`src/rtl/fwd_pkg.sv`:
```
package fwd_pkg;
  typedef enum logic [1:0] {
    SRC_RF  = 2'd0,
    SRC_ALU = 2'd1,
    SRC_C   = 2'd2,
    SRC_C1  = 2'd3
  } src_e;

  // producers, youngest first: execute, C owner, C1 owner
  localparam int NPROD = 3;
  localparam int NOPR  = 2;
endpackage

```
`src/rtl/fwd_match.sv`:
```
module fwd_match #(
  parameter int RIDX = 5
) (
  input  logic [RIDX-1:0] src,
  input  logic            use_i,
  input  logic            prod_wr,
  input  logic [RIDX-1:0] prod_rd,
  output logic            hit
);
  // register 0 is hardwired, never a dependency
  assign hit = use_i && prod_wr && (src != '0) && (src == prod_rd);
endmodule

```
`src/rtl/fwd_pick.sv`:
```
module fwd_pick
  import fwd_pkg::*;
#(
  parameter int RIDX = 5
) (
  input  logic            fwd_en,
  input  logic [RIDX-1:0] src,
  input  logic            use_i,
  input  logic            ex_wr,
  input  logic [RIDX-1:0] ex_rd,
  input  logic            ex_load,
  input  logic            me_wr,
  input  logic [RIDX-1:0] me_rd,
  input  logic            wb_wr,
  input  logic [RIDX-1:0] wb_rd,
  output src_e            sel,
  output logic            need_stall
);
  logic [NPROD-1:0] pw;
  logic [RIDX-1:0]  pr [NPROD];
  logic [NPROD-1:0] hit;

  assign pw    = {wb_wr, me_wr, ex_wr};
  assign pr[0] = ex_rd;
  assign pr[1] = me_rd;
  assign pr[2] = wb_rd;

  for (genvar p = 0; p < NPROD; p++) begin : g_prod
    fwd_match #(.RIDX(RIDX)) u_match (
      .src    (src),
      .use_i  (use_i),
      .prod_wr(pw[p]),
      .prod_rd(pr[p]),
      .hit    (hit[p])
    );
  end

  always_comb begin
    sel        = SRC_RF;
    need_stall = 1'b0;
    if (fwd_en) begin
      if (hit[0]) begin
        sel        = SRC_ALU;
        need_stall = ex_load;
      end else if (hit[1]) begin
        sel = SRC_C;
      end else if (hit[2]) begin
        sel = SRC_C1;
      end
    end else begin
      need_stall = |hit;
    end
  end
endmodule

```
`src/rtl/fwd_opreg.sv`:
```
module fwd_opreg
  import fwd_pkg::*;
#(
  parameter int XLEN = 32
) (
  input  logic            clk,
  input  logic            rst,
  input  logic            load,
  input  src_e            sel,
  input  logic [XLEN-1:0] rf_val,
  input  logic [XLEN-1:0] alu_val,
  input  logic [XLEN-1:0] c_val,
  input  logic [XLEN-1:0] c1_val,
  output logic [XLEN-1:0] q,
  output logic [1:0]      q_sel
);
  logic [XLEN-1:0] nxt;

  always_comb begin
    unique case (sel)
      SRC_ALU: nxt = alu_val;
      SRC_C:   nxt = c_val;
      SRC_C1:  nxt = c1_val;
      default: nxt = rf_val;
    endcase
  end

  always_ff @(posedge clk) begin
    if (rst) begin
      q     <= '0;
      q_sel <= 2'd0;
    end else if (load) begin
      q     <= nxt;
      q_sel <= sel;
    end
  end
endmodule

```
`src/rtl/fwd_unit.sv`:
```
module fwd_unit
  import fwd_pkg::*;
#(
  parameter int XLEN = 32,
  parameter int RIDX = 5
) (
  input  logic            clk,
  input  logic            rst,
  input  logic            fwd_en,
  input  logic            id_vld,
  input  logic [RIDX-1:0] id_rs1,
  input  logic            id_use1,
  input  logic [RIDX-1:0] id_rs2,
  input  logic            id_use2,
  input  logic [XLEN-1:0] rf_rd1,
  input  logic [XLEN-1:0] rf_rd2,
  input  logic            ex_wr,
  input  logic [RIDX-1:0] ex_rd,
  input  logic            ex_load,
  input  logic [XLEN-1:0] ex_alu,
  input  logic            me_wr,
  input  logic [RIDX-1:0] me_rd,
  input  logic [XLEN-1:0] me_c,
  input  logic            wb_wr,
  input  logic [RIDX-1:0] wb_rd,
  input  logic [XLEN-1:0] wb_c1,
  output logic            stall,
  output logic            op_vld,
  output logic [XLEN-1:0] opa,
  output logic [XLEN-1:0] opb,
  output logic [1:0]      sela,
  output logic [1:0]      selb
);
  logic [RIDX-1:0] rs   [NOPR];
  logic [NOPR-1:0] uses;
  logic [XLEN-1:0] rfv  [NOPR];
  logic [XLEN-1:0] q    [NOPR];
  logic [1:0]      qs   [NOPR];
  src_e            sel  [NOPR];
  logic [NOPR-1:0] stl;
  logic            take;

  assign rs[0]  = id_rs1;
  assign rs[1]  = id_rs2;
  assign uses   = {id_use2, id_use1};
  assign rfv[0] = rf_rd1;
  assign rfv[1] = rf_rd2;

  assign stall = id_vld && (|stl);
  assign take  = id_vld && !stall;

  for (genvar k = 0; k < NOPR; k++) begin : g_opr
    fwd_pick #(.RIDX(RIDX)) u_pick (
      .fwd_en    (fwd_en),
      .src       (rs[k]),
      .use_i     (uses[k]),
      .ex_wr     (ex_wr),
      .ex_rd     (ex_rd),
      .ex_load   (ex_load),
      .me_wr     (me_wr),
      .me_rd     (me_rd),
      .wb_wr     (wb_wr),
      .wb_rd     (wb_rd),
      .sel       (sel[k]),
      .need_stall(stl[k])
    );

    fwd_opreg #(.XLEN(XLEN)) u_reg (
      .clk    (clk),
      .rst    (rst),
      .load   (take),
      .sel    (sel[k]),
      .rf_val (rfv[k]),
      .alu_val(ex_alu),
      .c_val  (me_c),
      .c1_val (wb_c1),
      .q      (q[k]),
      .q_sel  (qs[k])
    );
  end

  assign opa  = q[0];
  assign opb  = q[1];
  assign sela = qs[0];
  assign selb = qs[1];

  always_ff @(posedge clk) begin
    if (rst) op_vld <= 1'b0;
    else     op_vld <= take;
  end
endmodule

```
`config.mk`:
```
export PLATFORM = sky130hd
export DESIGN_NAME = fwd_unit
export DESIGN_NICKNAME = d
export VERILOG_FILES = /design/src/rtl/fwd_pkg.sv /design/src/rtl/fwd_match.sv /design/src/rtl/fwd_pick.sv /design/src/rtl/fwd_opreg.sv /design/src/rtl/fwd_unit.sv
export SDC_FILE = /design/constraint.sdc
export NUM_CORES = 1
export LEC_CHECK = 0
export BUFFER_PORTS_ARGS = -buffer_cell sky130_fd_sc_hd__buf_2
export CAP_MARGIN = 20
export CORE_MARGIN = 8
export CORE_UTILIZATION = 44
export CTS_CLUSTER_DIAMETER = 50
export DETAILED_ROUTE_END_ITERATION = 6
export GPL_ROUTABILITY_DRIVEN = 1
export MAX_ROUTING_LAYER = met4
export PLACE_DENSITY = 0.9
export SYNTH_ARGS = -nofsm -noshare
export SYNTH_HDL_FRONTEND = slang
export SYNTH_SLANG_ARGS = --single-unit
```
`constraint.sdc`:
```
create_clock -name clk -period 2.52 [get_ports clk]
set_input_delay 0.378 -clock clk [delete_from_list [all_inputs] [get_ports clk]]
set_output_delay 0.378 -clock clk [all_outputs]
set_load 0.1 [all_outputs]
```
### Word level (Yosys, flattened, before mapping)

Index checks and enable logic that the tools add are counted.

| word-level totals | value |
|---|---|
| flip-flop bits (word level) | 69 |
| bits of input ports | 195 |
| output and inout port bits | 70 |

| operators by class | value |
|---|---|
| equality and inequality tests | 12 |
| muxes and demuxes | 14 |
| reductions and logical operators | 26 |

Operators with widths:

| kind | number |
|---|---|
| one-hot mux 32 bit (3 select lines) | 2 |
| equality test 5 bit | 6 |
| logical AND 1 bit | 20 |
| 2-to-1 mux 2 bit | 8 |
| nonzero test 5 bit | 2 |
| equality test 2 bit, second input constant | 4 |
| OR reduction 3 bit | 2 |
| equality test 2 x 1 -> 1 bit, second input constant | 2 |
| 2-to-1 mux 1 bit | 4 |
| OR reduction 2 bit | 1 |
| logical NOT 1 bit | 1 |

### Longest topological paths before layout

| logic depth | value |
|---|---|
| depth after elaboration | 9 |
| gate-level depth with buffers | 10 |
| gate-level depth less buffers | 8 |

### Hierarchy

A second synthesis with hierarchy kept.

| second synthesis, totals | value |
|---|---|
| cell total of the unflattened synthesis | 456 |
| area, all modules | 5,064.9 um^2 |

By module, submodules not included:

| module | times used | cells each | area each (um^2) |
|---|---|---|---|
| fwd_opreg | 2 | 189 | 2,234.6 |
| fwd_match | 6 | 10 | 76.3 |
| fwd_pick | 2 | 7 | 43.8 |
| fwd_unit | 1 | 4 | 50.0 |

### Worst setup path after synthesis

OpenSTA, ideal clock, no wires.

| timing path | value |
|---|---|
| path kind | input-to-output |
| from | input port id_rs1[1] |
| to | output port stall |
| data arrival time | 2,921 ps |
| path slack | -779 ps |
| stages on the path | 6 |
| path buffers | 0 |
| cell sequence | xor2_1 > or4_4 > nor2_4 > nor3_4 > a21o_4 > nor2_1 |

| between the ends | value |
|---|---|
| longest elaborated chain between the ends | 7 |
| elaborated cells between the ends (all ways) | 15 |
| those cells by class | eq/ne (3); mux (2); reduce/logical (10) |

Ends and longest elaborated chain:

| what | line | RTL |
|---|---|---|
| from (decl) | fwd_unit.sv:11 | `input logic [RIDX-1:0] id_rs1,` |
| nonzero test 5 bit | fwd_match.sv:11 | `assign hit = use_i && prod_wr && (src != '0) && (src == prod_rd);` |
| logical AND 1 bit (2 in a row) | fwd_match.sv:11 |  |
| OR reduction 3 bit / 2-to-1 mux 1 bit (equally long branches) | fwd_pick.sv:51, fwd_pick.sv:42 |  |
| 2-to-1 mux 1 bit (*) | fwd_pick.sv:41 | `if (fwd_en) begin` |
| OR reduction 2 bit (*) | fwd_unit.sv:49 | `assign stall = id_vld && (\|stl);` |
| logical AND 1 bit (*) | fwd_unit.sv:49 |  |
| to (decl) | fwd_unit.sv:27 | `output logic stall,` |

Every way passes the cells marked *; elsewhere a longest branch is shown, timed or not.

### Final worst setup path

| timing path | value |
|---|---|
| from | input port id_rs1[2] |
| to | output port stall |

Same word-level chain as after synthesis.

==> flow_summary.ini <==
[outcome]
run_status = completed

[synth]
seq_area_frac_synth_pct = 31.1
synth.top_cell.area_share_pct = 31.1
yosys_warnings = 0
synth_flop_cell = dfxtp_1
synthCells = 526
synth-edff-count = 0
avgSynthCellArea_sq_um = 8.44
yosysMostFrequentCell = dfxtp_1
synth_common_cells = dfxtp_1 (69), nand2_1 (54), o21ai_0 (48), nor2_1 (43), o22a_1 (31)
synth.area.top_cells = dfxtp_1 (31%), o22a_1 (6.1%), o21ai_0 (5.4%)
synth_cell_type_count = 58
async_flop_share_pct = 0
syn_area_sq_um = 4440
synth_fp_nets = 721
synth_area_leader_cell = dfxtp_1
ys_seq_elements = 69

[place]
gp_congestion = 0.972
io_buffers = 264
dp_hpwl_microns = 15300
post-place-ws_ps = -150
placed_area_sq_um = 6260

[setup_path]
crit_buf_inv = 3
cp_slowest_stage_delay_ps = 560
worstPathArrival_ps = 2100
cp-end-kind = output pin
timing.rr.end = g_opr[1].u_reg.q_sel[1]$_SDFFE_PP0P_
start_kind = input port
required_ps = 2140
r2r-start = g_opr[1].u_reg.q_sel[1]$_SDFFE_PP0P_
crit_fanout = 8
worstRegToRegCells = 3
critPathTopFamily = simple AND/OR/NAND/NOR gates
crit_type = in2out
cp_slowest_cell = or4_4
r2r_slack_ps = 1760
crit_chain = buf_2 > or4_4 > o21ai_4 > nor3_4 > buf_12 > nor3_4 > a21o_4 > nor2_4 > buf_12

[pwr]
irDropWorstVdd_uv = 290
pwr_density_cell_nw_per_um2 = 496
switching_share_pct = 39.1
p_clk_share_pct = 29.8
p_leak_nw = 3.00
pwr-share-comb_pct = 33.7
switchingPower_w = 0.00127
seq_power_share_pct = 36.6
p_int_w = 0.00198

[detailed_routing]
dr.pass1.iters = 5
drc = 0
vias_per_cell = 5.88
dr.max_layer_used = met4
drt-total-wl_microns = 19500
m1WireLength_microns = 7140
wl_per_cell_microns = 20.4
drt-initial-drc-count = 611
via_count = 5618
routed-wl-met2_microns = 9360
ant_nets = 0
met3_length_microns = 2170

[layout]
num_antenna_cells = 0
utilization_pct = 67.0
area_delta_synth_final_pct = 47.5
fin_area_sq_um = 6550
layout.nets = 1012
final_layout_size_suffix_gt1_share_pct = 46.1

[timing]
min_period_ps = 2480
skew_ps = 0
final_hold_viol_count = 0
period_share_pct = 98.4
worstMarginPinSlew_ps = 560
report.final.slew_viol_count = 0
setup_viol = 0
fmax_mhz = 403
fin_tns_setup_ps = 0
finalWorstSetupSlack_ps = 40.1
max_slew_margin_pct = 62.5

[die]
die-width_microns = 116
fp-row-count = 36
die_area_sq_um = 13600
io_pins = 265
initial_core_util_pct = 45.4
coreArea_sq_um = 9770
die_y_microns = 116

[clock_network]
cts_tree = built
clk_pin_slew_worst_paths_ps = 80
cts-root-buf = clkbuf_8
cts.path.max_buffers = 2
cts_sinks = 69
cts_buffers = 9
htreeDepth = 3
clk_latency_ps = 340

[global_routing]
grt_pass1_vias = 5839
grt_antenna_before_repair = 0
grt_first_pass_wirelength_microns = 28900
grt_max_degree = 39
grt-ovfl-total = 0
grtUsageTotal_pct = 28.1

[worst_hold_path]
hold_path_end = g_opr[0].u_reg.q[1]$_SDFFE_PP0P_
holdPathStages = 3
hp-start = rf_rd1[1]
min-delay-path-class = in2reg

[job]
cap_violations = 0
[layout make-up]
cell class	count	area, sq um
fill	814	3230
multi-input combinational	398	2810
timing repair buffer	320	1910
sequential	69	1380
tap	133	166
clock buffer	11	151
inverter	19	73.8
clock inverter	5	58.8
[flip-flops by register name, summed over array words and instances, names as in the netlist]
name               count
g_opr.u_reg.q_sel      4
op_vld                 1
g_opr.u_reg.q         64
[layer usage]
| layer | global-route usage [%] | up-vias |
|---|---|---|
| li1 | - | 2555 |
| met1 | 30.6 | 2597 |
| met2 | 45.8 | 392 |
| met3 | 7.34 | 74 |
| met4 | 15.6 | 0 |
| met5 | - | - |
[worst max path at each step]
stage / endpoint / depth (start not counted) / slack, ps / startpoint
finish: stall / 9 / 40 / id_rs1[2]
CTS: stall / 9 / 20 / id_rs2[4]
global placement: g_opr[0].u_reg.q[23]$_SDFFE_PP0P_ / 10 / -20 / id_rs1[1]
detailed placement: g_opr[0].u_reg.q[16]$_SDFFE_PP0P_ / 11 / -150 / id_rs1[1]
floorplan: stall / 6 / 0.4 / id_rs1[1]
global route: stall / 9 / -50 / id_rs1[1]
[stage by stage]
stage | hold slack [ps] | cells | total power [W]
6_report | 300 | 955 | 0.00325
5_1_grt | 289 | 955 | 0.00336
4_1_cts | 283 | 949 | 0.00325
3_5_place_dp | 435 | 933 | 0.00229
3_3_place_gp | 429 | 933 | 0.00227
2_1_floorplan | 488 | 526 | 0.00193
[cell families after synthesis]
| family | share of synthesized area (%) |
|---|---|
| AOI/OAI and AO/OA | 39.8 |
| and+or+nand+nor | 16.5 |
| DFF | 31.1 |
| buffers and inverters | 6.63 |
| xor gates and xnor gates | 5.72 |
| muxes | 0.226 |
[repair_timing]
item                                    CTS  global route
hold buffers                              0             0
resized for setup                         0             4
setup buffers                             0             6
endpoints found under the setup margin    0             1
[cells in the final DEF, fill, tap and decap left out, types with 11 or more instances in the layout]
cell and count:
buf_2 263, dfxtp_1 69, nand2_1 54, o21ai_0 48, buf_4 44, nor2_1 41, o22a_1 31, o31ai_1 24
xnor2_1 22, inv_1 18, a21oi_1 15, nand2b_1 15, o31ai_2 15, a32o_1 14, a221oi_1 13, buf_12 13
a22o_1 11, a22oi_1 11, clkbuf_8 11
[power by group through the flow]
stage | Clock (W) | Sequential [W] | Combinational [W]
2_1_floorplan | 0 | 0.00168 | 0.000248
3_3_place_gp | 0 | 0.00121 | 0.00106
3_5_place_dp | 0 | 0.00121 | 0.00108
4_1_cts | 0.000984 | 0.00119 | 0.00108
5_1_grt | 0.00102 | 0.00119 | 0.00114
6_report | 0.000967 | 0.00119 | 0.00109
[worst register-to-register path, cell delays in order, from the launching register on]
cell and delay, ps:
dfxtp_1 340, nor2b_1 150, o21ai_0 100, o31ai_1 80
Power figures use the tool's default switching activity.
